[src/rtl/dfz_pkg.sv]
package dfz_pkg;
  localparam int DW = 32;
  localparam int AW = 4;
  localparam int BEW = DW / 8;

  localparam logic [DW-1:0] CFG_MASK = 32'h0000_0006;
  localparam logic [DW-1:0] GRPA_MASK = 32'h0060_1C32;
  localparam logic [DW-1:0] GRPB_MASK = 32'h0007_8800;
  localparam logic [3:0] ID_NIBBLE = 4'b0110;

  localparam int CFG_STOP_BIT = 1;
  localparam int CFG_STBY_BIT = 2;

  typedef enum logic [1:0] {
    SEL_ID  = 2'd0,
    SEL_CFG = 2'd1,
    SEL_GA  = 2'd2,
    SEL_GB  = 2'd3
  } reg_sel_e;
endpackage

[src/rtl/dfz_halt_sync.sv]
module dfz_halt_sync #(
  parameter int STAGES = 2
) (
  input  logic clk,
  input  logic por_n,
  input  logic async_i,
  output logic sync_o
);
  logic [STAGES-1:0] sh;

  genvar i;
  generate
    for (i = 0; i < STAGES; i++) begin : g_stage
      if (i == 0) begin : g_first
        always_ff @(posedge clk or negedge por_n) begin
          if (!por_n) sh[0] <= 1'b0;
          else        sh[0] <= async_i;
        end
      end else begin : g_next
        always_ff @(posedge clk or negedge por_n) begin
          if (!por_n) sh[i] <= 1'b0;
          else        sh[i] <= sh[i-1];
        end
      end
    end
  endgenerate

  assign sync_o = sh[STAGES-1];
endmodule

[src/rtl/dfz_freeze_gate.sv]
module dfz_freeze_gate #(
  parameter int W = 32
) (
  input  logic         halted_i,
  input  logic [W-1:0] stop_i,
  output logic [W-1:0] frz_o
);
  genvar i;
  generate
    for (i = 0; i < W; i++) begin : g_bit
      assign frz_o[i] = stop_i[i] & halted_i;
    end
  endgenerate
endmodule

[src/rtl/dfz_regfile.sv]
module dfz_regfile
  import dfz_pkg::*;
#(
  parameter logic [DW-1:0] GA_MASK = GRPA_MASK,
  parameter logic [DW-1:0] GB_MASK = GRPB_MASK
) (
  input  logic          clk,
  input  logic          por_n,
  input  logic          wr_en,
  input  reg_sel_e      wr_sel,
  input  logic [DW-1:0] wr_data,
  output logic [DW-1:0] cfg_q,
  output logic [DW-1:0] ga_q,
  output logic [DW-1:0] gb_q
);
  always_ff @(posedge clk or negedge por_n) begin
    if (!por_n) begin
      cfg_q <= '0;
      ga_q  <= '0;
      gb_q  <= '0;
    end else if (wr_en) begin
      unique case (wr_sel)
        SEL_CFG: cfg_q <= wr_data & CFG_MASK;
        SEL_GA:  ga_q  <= wr_data & GA_MASK;
        SEL_GB:  gb_q  <= wr_data & GB_MASK;
        default: ;
      endcase
    end
  end
endmodule

[src/rtl/dfz_bus_if.sv]
module dfz_bus_if
  import dfz_pkg::*;
(
  input  logic           clk,
  input  logic           por_n,
  input  logic           req_valid_i,
  output logic           req_ready_o,
  input  logic           req_write_i,
  input  logic [AW-1:0]  req_addr_i,
  input  logic [BEW-1:0] req_be_i,
  input  logic [DW-1:0]  req_wdata_i,
  output logic           rsp_valid_o,
  input  logic           rsp_ready_i,
  output logic [DW-1:0]  rsp_rdata_o,
  output logic           rsp_err_o,
  input  logic [DW-1:0]  id_val_i,
  input  logic [DW-1:0]  cfg_q_i,
  input  logic [DW-1:0]  ga_q_i,
  input  logic [DW-1:0]  gb_q_i,
  output logic           wr_en_o,
  output reg_sel_e       wr_sel_o,
  output logic [DW-1:0]  wr_data_o
);
  logic          accept;
  logic          full_word;
  logic          aligned;
  logic          legal;
  reg_sel_e      sel;
  logic [DW-1:0] rd_mux;

  assign req_ready_o = !rsp_valid_o || rsp_ready_i;
  assign accept      = req_valid_i && req_ready_o;
  assign full_word   = &req_be_i;
  assign aligned     = (req_addr_i[1:0] == 2'b00);
  assign legal       = full_word && aligned;
  assign sel         = reg_sel_e'(req_addr_i[3:2]);

  always_comb begin
    unique case (sel)
      SEL_ID:  rd_mux = id_val_i;
      SEL_CFG: rd_mux = cfg_q_i;
      SEL_GA:  rd_mux = ga_q_i;
      default: rd_mux = gb_q_i;
    endcase
  end

  assign wr_en_o   = accept && req_write_i && legal;
  assign wr_sel_o  = sel;
  assign wr_data_o = req_wdata_i;

  always_ff @(posedge clk or negedge por_n) begin
    if (!por_n) begin
      rsp_valid_o <= 1'b0;
      rsp_rdata_o <= '0;
      rsp_err_o   <= 1'b0;
    end else if (accept) begin
      rsp_valid_o <= 1'b1;
      rsp_err_o   <= !legal;
      rsp_rdata_o <= (legal && !req_write_i) ? rd_mux : '0;
    end else if (rsp_ready_i) begin
      rsp_valid_o <= 1'b0;
    end
  end

  AST_RSP_HOLD: assert property (@(posedge clk) disable iff (!por_n)
    (rsp_valid_o && !rsp_ready_i) |=> (rsp_valid_o && $stable(rsp_rdata_o) && $stable(rsp_err_o)));

  AST_RSP_FOLLOWS: assert property (@(posedge clk) disable iff (!por_n)
    (req_valid_i && req_ready_o) |=> rsp_valid_o);

  AST_ERR_NO_DATA: assert property (@(posedge clk) disable iff (!por_n)
    (rsp_valid_o && rsp_err_o) |-> (rsp_rdata_o == '0));
endmodule

[src/rtl/dbg_freeze_ctl.sv]
module dbg_freeze_ctl
  import dfz_pkg::*;
#(
  parameter logic [15:0]   REV_ID      = 16'h0002,
  parameter logic [11:0]   DEV_ID      = 12'h3A5,
  parameter int            SYNC_STAGES = 2,
  parameter logic [DW-1:0] GA_MASK     = GRPA_MASK,
  parameter logic [DW-1:0] GB_MASK     = GRPB_MASK
) (
  input  logic        clk,
  input  logic        por_n,
  input  logic        core_halted_i,
  input  logic        req_valid_i,
  output logic        req_ready_o,
  input  logic        req_write_i,
  input  logic [3:0]  req_addr_i,
  input  logic [3:0]  req_be_i,
  input  logic [31:0] req_wdata_i,
  output logic        rsp_valid_o,
  input  logic        rsp_ready_i,
  output logic [31:0] rsp_rdata_o,
  output logic        rsp_err_o,
  output logic        keep_clk_stop_o,
  output logic        keep_clk_stby_o,
  output logic [31:0] frz_a_o,
  output logic [31:0] frz_b_o
);
  localparam logic [DW-1:0] ID_VAL = {REV_ID, ID_NIBBLE, DEV_ID};

  logic          wr_en;
  reg_sel_e      wr_sel;
  logic [DW-1:0] wr_data;
  logic [DW-1:0] cfg_q;
  logic [DW-1:0] ga_q;
  logic [DW-1:0] gb_q;
  logic          halted_s;

  dfz_bus_if u_bus (
    .clk         (clk),
    .por_n       (por_n),
    .req_valid_i (req_valid_i),
    .req_ready_o (req_ready_o),
    .req_write_i (req_write_i),
    .req_addr_i  (req_addr_i),
    .req_be_i    (req_be_i),
    .req_wdata_i (req_wdata_i),
    .rsp_valid_o (rsp_valid_o),
    .rsp_ready_i (rsp_ready_i),
    .rsp_rdata_o (rsp_rdata_o),
    .rsp_err_o   (rsp_err_o),
    .id_val_i    (ID_VAL),
    .cfg_q_i     (cfg_q),
    .ga_q_i      (ga_q),
    .gb_q_i      (gb_q),
    .wr_en_o     (wr_en),
    .wr_sel_o    (wr_sel),
    .wr_data_o   (wr_data)
  );

  dfz_regfile #(.GA_MASK(GA_MASK), .GB_MASK(GB_MASK)) u_regs (
    .clk     (clk),
    .por_n   (por_n),
    .wr_en   (wr_en),
    .wr_sel  (wr_sel),
    .wr_data (wr_data),
    .cfg_q   (cfg_q),
    .ga_q    (ga_q),
    .gb_q    (gb_q)
  );

  dfz_halt_sync #(.STAGES(SYNC_STAGES)) u_sync (
    .clk     (clk),
    .por_n   (por_n),
    .async_i (core_halted_i),
    .sync_o  (halted_s)
  );

  dfz_freeze_gate #(.W(DW)) u_gate_a (
    .halted_i (halted_s),
    .stop_i   (ga_q),
    .frz_o    (frz_a_o)
  );

  dfz_freeze_gate #(.W(DW)) u_gate_b (
    .halted_i (halted_s),
    .stop_i   (gb_q),
    .frz_o    (frz_b_o)
  );

  assign keep_clk_stop_o = cfg_q[CFG_STOP_BIT];
  assign keep_clk_stby_o = cfg_q[CFG_STBY_BIT];

  AST_NARROW_NO_WRITE: assert property (@(posedge clk) disable iff (!por_n)
    (req_valid_i && req_ready_o && req_write_i && (req_be_i != 4'hF))
      |=> ($stable(cfg_q) && $stable(ga_q) && $stable(gb_q)));

  AST_MISALIGN_NO_WRITE: assert property (@(posedge clk) disable iff (!por_n)
    (req_valid_i && req_ready_o && req_write_i && (req_addr_i[1:0] != 2'b00))
      |=> ($stable(cfg_q) && $stable(ga_q) && $stable(gb_q)));

  AST_FRZ_NEEDS_STOP: assert property (@(posedge clk) disable iff (!por_n)
    ((frz_a_o & ~ga_q) == '0) && ((frz_b_o & ~gb_q) == '0));

  AST_RSVD_CLEAR: assert property (@(posedge clk) disable iff (!por_n)
    ((ga_q & ~GA_MASK) == '0) && ((gb_q & ~GB_MASK) == '0));
endmodule

[config.mk]
export PLATFORM = sky130hd
export DESIGN_NAME = dbg_freeze_ctl
export DESIGN_NICKNAME = d
export VERILOG_FILES = /design/src/rtl/dfz_pkg.sv /design/src/rtl/dfz_halt_sync.sv /design/src/rtl/dfz_freeze_gate.sv /design/src/rtl/dfz_regfile.sv /design/src/rtl/dfz_bus_if.sv /design/src/rtl/dbg_freeze_ctl.sv
export SDC_FILE = /design/constraint.sdc
export NUM_CORES = 1
export LEC_CHECK = 0
export BUFFER_PORTS_ARGS = -buffer_cell sky130_fd_sc_hd__buf_2
export CORE_ASPECT_RATIO = 1.2
export CORE_MARGIN = 2
export CORE_UTILIZATION = 44
export DETAILED_ROUTE_END_ITERATION = 10
export GPL_TIMING_DRIVEN = 0
export PLACE_DENSITY = 0.86
export SETUP_SLACK_MARGIN = 0.1
export SYNTH_ARGS = -nofsm -noshare
export SYNTH_HDL_FRONTEND = slang
export SYNTH_SLANG_ARGS = --single-unit
[constraint.sdc]
create_clock -name clk -period 2.4 [get_ports clk]
set_input_delay 0 -clock clk [delete_from_list [all_inputs] [get_ports clk]]
set_output_delay 0 -clock clk [all_outputs]
set_load 0.005 [all_outputs]
* Word level (Yosys, flattened, before mapping)
Cells that the tools add are included.
Cells by class: eq/ne operators 3, muxes and demuxes 4, bitwise logic cells 13, reduce and logical (&&, ||, !) cells 16
Operators with widths (number):
- 23-bit case mux with 3 select lines | 1
- 23-bit two-way mux | 1
- 1-bit AND | 13
- 2-bit AND reduction | 3
- 1-bit logical AND | 5
- 2-bit equality test (second input constant) | 2
- 2-bit zero test | 2
- 4-bit AND reduction | 1
- 1-bit zero test | 3
- 2-bit by 1-bit equality test with 1-bit output (second input constant) | 1
- 1-bit two-way mux | 2
- 2-bit nonzero test | 1
- 1-bit logical OR | 1
Storage, ports and cells: register bits after elaboration 51, input port bits 46, output and inout port bits 101, logic and storage cells 44

* Logic depth before layout (Yosys ltp)
word-level depth 6, mapped depth 6

* Modules after synthesis
From an unflattened synthesis, not the netlist that was laid out.
Unflattened totals: cell total of the unflattened synthesis 346, area total of the unflattened synthesis 4055.1 µm²
Modules (own cells, without submodules):
- dfz_bus_if | instances 1, cells each 157, area an instance 2293.4 µm², seq. area each 850.8 µm²
- dfz_regfile | instances 1, cells each 115, area an instance 1193.6 µm², seq. area each 375.4 µm²
- dfz_freeze_gate | instances 2, cells each 35, area an instance 255.2 µm², seq. area each 0.0 µm²
- dfz_halt_sync | instances 1, cells each 2, area an instance 50.0 µm², seq. area each 50.0 µm²
- dbg_freeze_ctl | instances 1, cells each 2, area an instance 7.5 µm², seq. area each 0.0 µm²

* Worst setup path before layout
Ideal clock, no wire load.
kind reg2reg, from register u_bus.rsp_valid_o, to register u_regs.gb_q[11], library setup time 0.125 ns, data arrival time 1.389 ns, data required time 2.275 ns, slack 0.887 ns, cell stages (with the launch flop) 5, path buffers 0, cell sequence dfrtp_1 -> nand2b_1 -> nor4b_4 -> nand4_2 -> mux2_2
On the way: cells in the longest elaborated chain, start to end 6
Ends and longest elaborated chain:
- start, declared | RTL line dfz_bus_if.sv:12 | output logic rsp_valid_o,
- start signal, assigned | RTL line dfz_bus_if.sv:53 | rsp_valid_o <= 1'b0;
- start signal, assigned | RTL line dfz_bus_if.sv:57 | rsp_valid_o <= 1'b1;
- start signal, assigned | RTL line dfz_bus_if.sv:61 | rsp_valid_o <= 1'b0;
- 1-bit zero test | RTL line dfz_bus_if.sv:31 | assign req_ready_o = !rsp_valid_o || rsp_ready_i;
- 1-bit logical OR | RTL line dfz_bus_if.sv:31
- via req_ready_o | RTL line dbg_freeze_ctl.sv:14 | output logic req_ready_o,
- 1-bit logical AND | RTL line dfz_bus_if.sv:32 | assign accept = req_valid_i && req_ready_o;
- 1-bit logical AND (2 in series) | RTL line dfz_bus_if.sv:47 | assign wr_en_o = accept && req_write_i && legal;
- 2-bit AND reduction (no source line)
- end signal, assigned | RTL line dfz_regfile.sv:25 | SEL_GB: gb_q <= wr_data & GB_MASK;
- end, declared | RTL line dfz_regfile.sv:14 | output logic [DW-1:0] gb_q
The timed path passes the listed nets, and every way through them passes these cells. A chain may end at the register's enable or synchronous reset.

* Worst setup path in the final report
from register u_bus.rsp_valid_o, to register u_bus.rsp_rdata_o[5]
On the way: cells in the longest elaborated chain, start to end 3
Ends and longest elaborated chain:
- 1-bit zero test | RTL line dfz_bus_if.sv:31
- 1-bit logical OR | RTL line dfz_bus_if.sv:31
- 1-bit logical AND | RTL line dfz_bus_if.sv:32
- end signal, assigned | RTL line dfz_bus_if.sv:59 | rsp_rdata_o <= (legal && !req_write_i) ? rd_mux : '0;
- end, declared | RTL line dfz_bus_if.sv:14 | output logic [DW-1:0] rsp_rdata_o,
No other way between the ends.

==> key figures <==
Logic synthesis
  • Cell area after synthesis: 1970 sq um
  • Most numerous cell in the Yosys netlist: buf_4
  • Area contributors post-synth: dfrtp_1, buf_4, mux2_2
  • Synth Area in XOR/XNOR: 0%
  • Top FF cell, synth: dfrtp_1
  • Mux cell area share after synthesis: a little under a tenth
  • Yosys Warn Count: 0
  • Unique cell type count in the Yosys netlist: 27
  • Area leader, netlist: dfrtp_1
  • Asr flop ratio synth: between 90% and 100%
  • Syn Area/Cell: between 10 and 15 sq um
  • Adder-Cell Fraction of Synth Area: 0%
  • Synth Area in Compound Gates: about 6.6%
  • Synth cell count leaders: buf_4, dfrtp_1, mux2_2, and2_1, nand2_1
  • Largest family of logic cells by synthesized area: buffers and inverters
  • Post-synth EDFFs: 0
  • Flop and latch count out of synthesis: 33
  • Post-synthesis simple-gate area fraction: 14.7%
  • Seq/Total Area, Yosys: 41.8%
  • Synth top area share: between 40% and 50%
  • Cells after Synth: around 190

Worst setup path
  • Reg-to-reg setup timing slack: approximately 660 ps
  • CP Capture Type: register
  • Worst setup path class: register to register
  • Worst r2r dst: u_bus.rsp_rdata_o[5]
  • Crit Path Max Fanout: 10
  • Worst path max stage delay: around 400 ps
  • CP Cell Sequence: nand2b_1 -> nand2_1 -> clkbuf_1 -> clkbuf_1 -> nand2_1 -> o41ai_1
  • CP Launch Type: register
  • Slowest CP cell: clkbuf_1
  • Critical Path AT: 1910 ps
  • Launching point of the worst reg2reg path: u_bus.rsp_valid_o
  • R2r worst-path depth: 6
  • Worst Path Required: 2560 ps

Route
  • Initial DRC Count: 42
  • Vias per Instance: between 4 and 5
  • Routed length per instance: ~13 um
  • Routed Antenna Nets: 0
  • Via Count: about 1700
  • Remaining DRCs: 0
  • Pre-antenna DRT Iters: 4
  • DRT Wirelength: between 5 and 6 mm

Timing
  • Final Critical Period: about 1700 ps
  • Worst-Margin Slew: 716 ps
  • Slew margin rel.: a little over half
  • RSZ-0062 raised after global routing: no
  • Final Hold Viols: 0
  • Tcrit/Tclk final: around 73%
  • Setup ws final: 658 ps
  • Skew final: 5.39 ps
  • Worst hold slack: approximately 90 ps
  • Final setup viols: 0
  • Fmax: approximately 0.57 GHz
  • Setup TNS: 0 ps
  • Final Max Tran Viols: 0

Power and ir drop
  • Peak VDD IR: 0.434 mV
  • Power Dens Cells: ~420 nW/um^2
  • Pleak: between 1.5 and 2 nW

Floorplan
  • Die Wd: approximately 65 um
  • Std-Cell Rows: 26
  • Top Ports: approximately 150
  • Die Height: 77.4 um
  • Die footprint: about 5000 sq um
  • Initial Utilization: between 40% and 50%
  • Core Area: around 4300 sq um

Clock network
  • CTS buffer count: 5
  • Clock buffer depth: 2
  • Htree depth: 2
  • Clk sink count: 33
  • Worst skew pair latency: slightly below 300 ps
  • Root buffer cell: clkbuf_8
  • CTS clk-pin slew, worst paths: 70 ps
  • CTS tree: done
  • Setup bufs post-CTS: 0

Hold path
  • Hold_sp: rsp_ready_i
  • Hold Crit Class: input port to register
  • Worst Hold Endpoint: u_bus.rsp_valid_o
  • Worst Hold Depth: 3

GRT
  • GRT Max-Usage Layer: met2
  • Overflow after GRT: 0
  • Initial antenna violation count: 0
  • Largest net degree at the start of global routing: 34
  • Vias in the first global route: between 1500 and 2000
  • First-pass GRT wire length: 7.75 mm
  • Met1 GRT Util: between 15 and 20%
  • Total GRT Usage: 20.3%
  • Met3 usage: ~5.7%
  • Routing usage on met2: about two fifths

Run
  • Max-cap violations: 0

Finish
  • Area growth, synth to finish: 43.5%
  • Share of layout cells above drive strength 1: 47.6%
  • N_diodes: 0
  • Nets: approximately 380

Placed design
  • Post-detail-place hpwl: 3.27 mm
  • Placer congestion estimate: 0.839
  • # port buffers: just over 60
  • Setup slack at placement: 702 ps

Run status
  • Outcome: completed
-- kinds of logic (layout without fill, tap and decap cells) --
family,Yosys count,in the layout
AO/OA/AOI/OAI,17,17
buffers and inverters,76,160
flip-flops,33,33
multiplexers,16,16
other,1,64
AND/OR/NAND/NOR,42,42
-- worst max-delay path, delay by kind of cell, from the launching register on --
family	cells	cell delay, ps
AOI/OAI and AO/OA	1	80
and+or+nand+nor	3	400
DFF	1	350
buffers and inverters	2	790
-- power by group --
group          switching, W  leakage, nW  internal, W
clock              0.000191       0.0443     0.000227
sequential       0.00000655        0.447     0.000565
combinational     0.0000923         1.20     0.000115
-- state kept, by name (all words and copies together), names as in the netlist --
register / count
u_bus.rsp_err_o: 1
u_bus.rsp_rdata_o: 14
u_bus.rsp_valid_o: 1
u_regs.cfg_q: 2
u_regs.ga_q: 8
u_regs.gb_q: 5
u_sync.sh: 1
u_sync.sync_o: 1
-- stage by stage --
step / utilization (%) / instance area [sq um] / instances / power (W)
floorplan: - / 2210 / 248 / 0.000710
detailed placement: 60.2 / 2590 / 365 / 0.000757
global route: 66.0 / 2830 / 388 / 0.00124
global placement: 60.2 / 2590 / 365 / 0.000754
finish: 66.0 / 2830 / 388 / 0.00120
CTS: 66.0 / 2830 / 388 / 0.00119
-- placed cells by master (no fill, tap or decap), types with 2 or more instances in the layout --
master / instances
buf_4: 69
conb_1: 64
buf_2: 61
dfrtp_1: 33
mux2_2: 16
dlygate4sd3_1: 16
and2_1: 13
nand2_1: 12
a22o_1: 8
clkbuf_1: 6
clkbuf_8: 6
o31ai_1: 3
nor2_1: 3
inv_1: 2
nor2b_1: 2
and3_1: 2
or3_1: 2
o21ai_1: 2
-- per-layer routing --
layer | part of all wire, % | routed length (um)
met5 | 0 | 0
met4 | 2.6 | 131
met1 | 32 | 1630
met3 | 13 | 650
met2 | 52 | 2640
-- worst max path at each step --
stage                                  from                    to  slack, ps
after floorplan           u_bus.rsp_valid_o       u_regs.gb_q[11]        890
after global placement    u_bus.rsp_valid_o       u_regs.gb_q[16]        730
after detailed placement  u_bus.rsp_valid_o       u_regs.gb_q[18]        700
after CTS                 u_bus.rsp_valid_o       u_regs.gb_q[18]        680
after global routing      u_bus.rsp_valid_o  u_bus.rsp_rdata_o[1]        500
final                     u_bus.rsp_valid_o  u_bus.rsp_rdata_o[5]        660
-- timing repair --
item,4_1_cts,5_1_grt
hold buffers,16,0
endpoints found under the setup margin,0,0
hold endpoints to repair,51,0
resized for setup,0,0
-- layout make-up --
type	instances	area [sq um]
buffer	74	537
clock buffer	7	86.3
fill	320	1460
inverter	2	7.51
multi-input combinational	139	841
sequential	33	826
tap	56	70.1
timing repair buffer	77	465
Note: power is estimated with default switching activity, not from simulation.
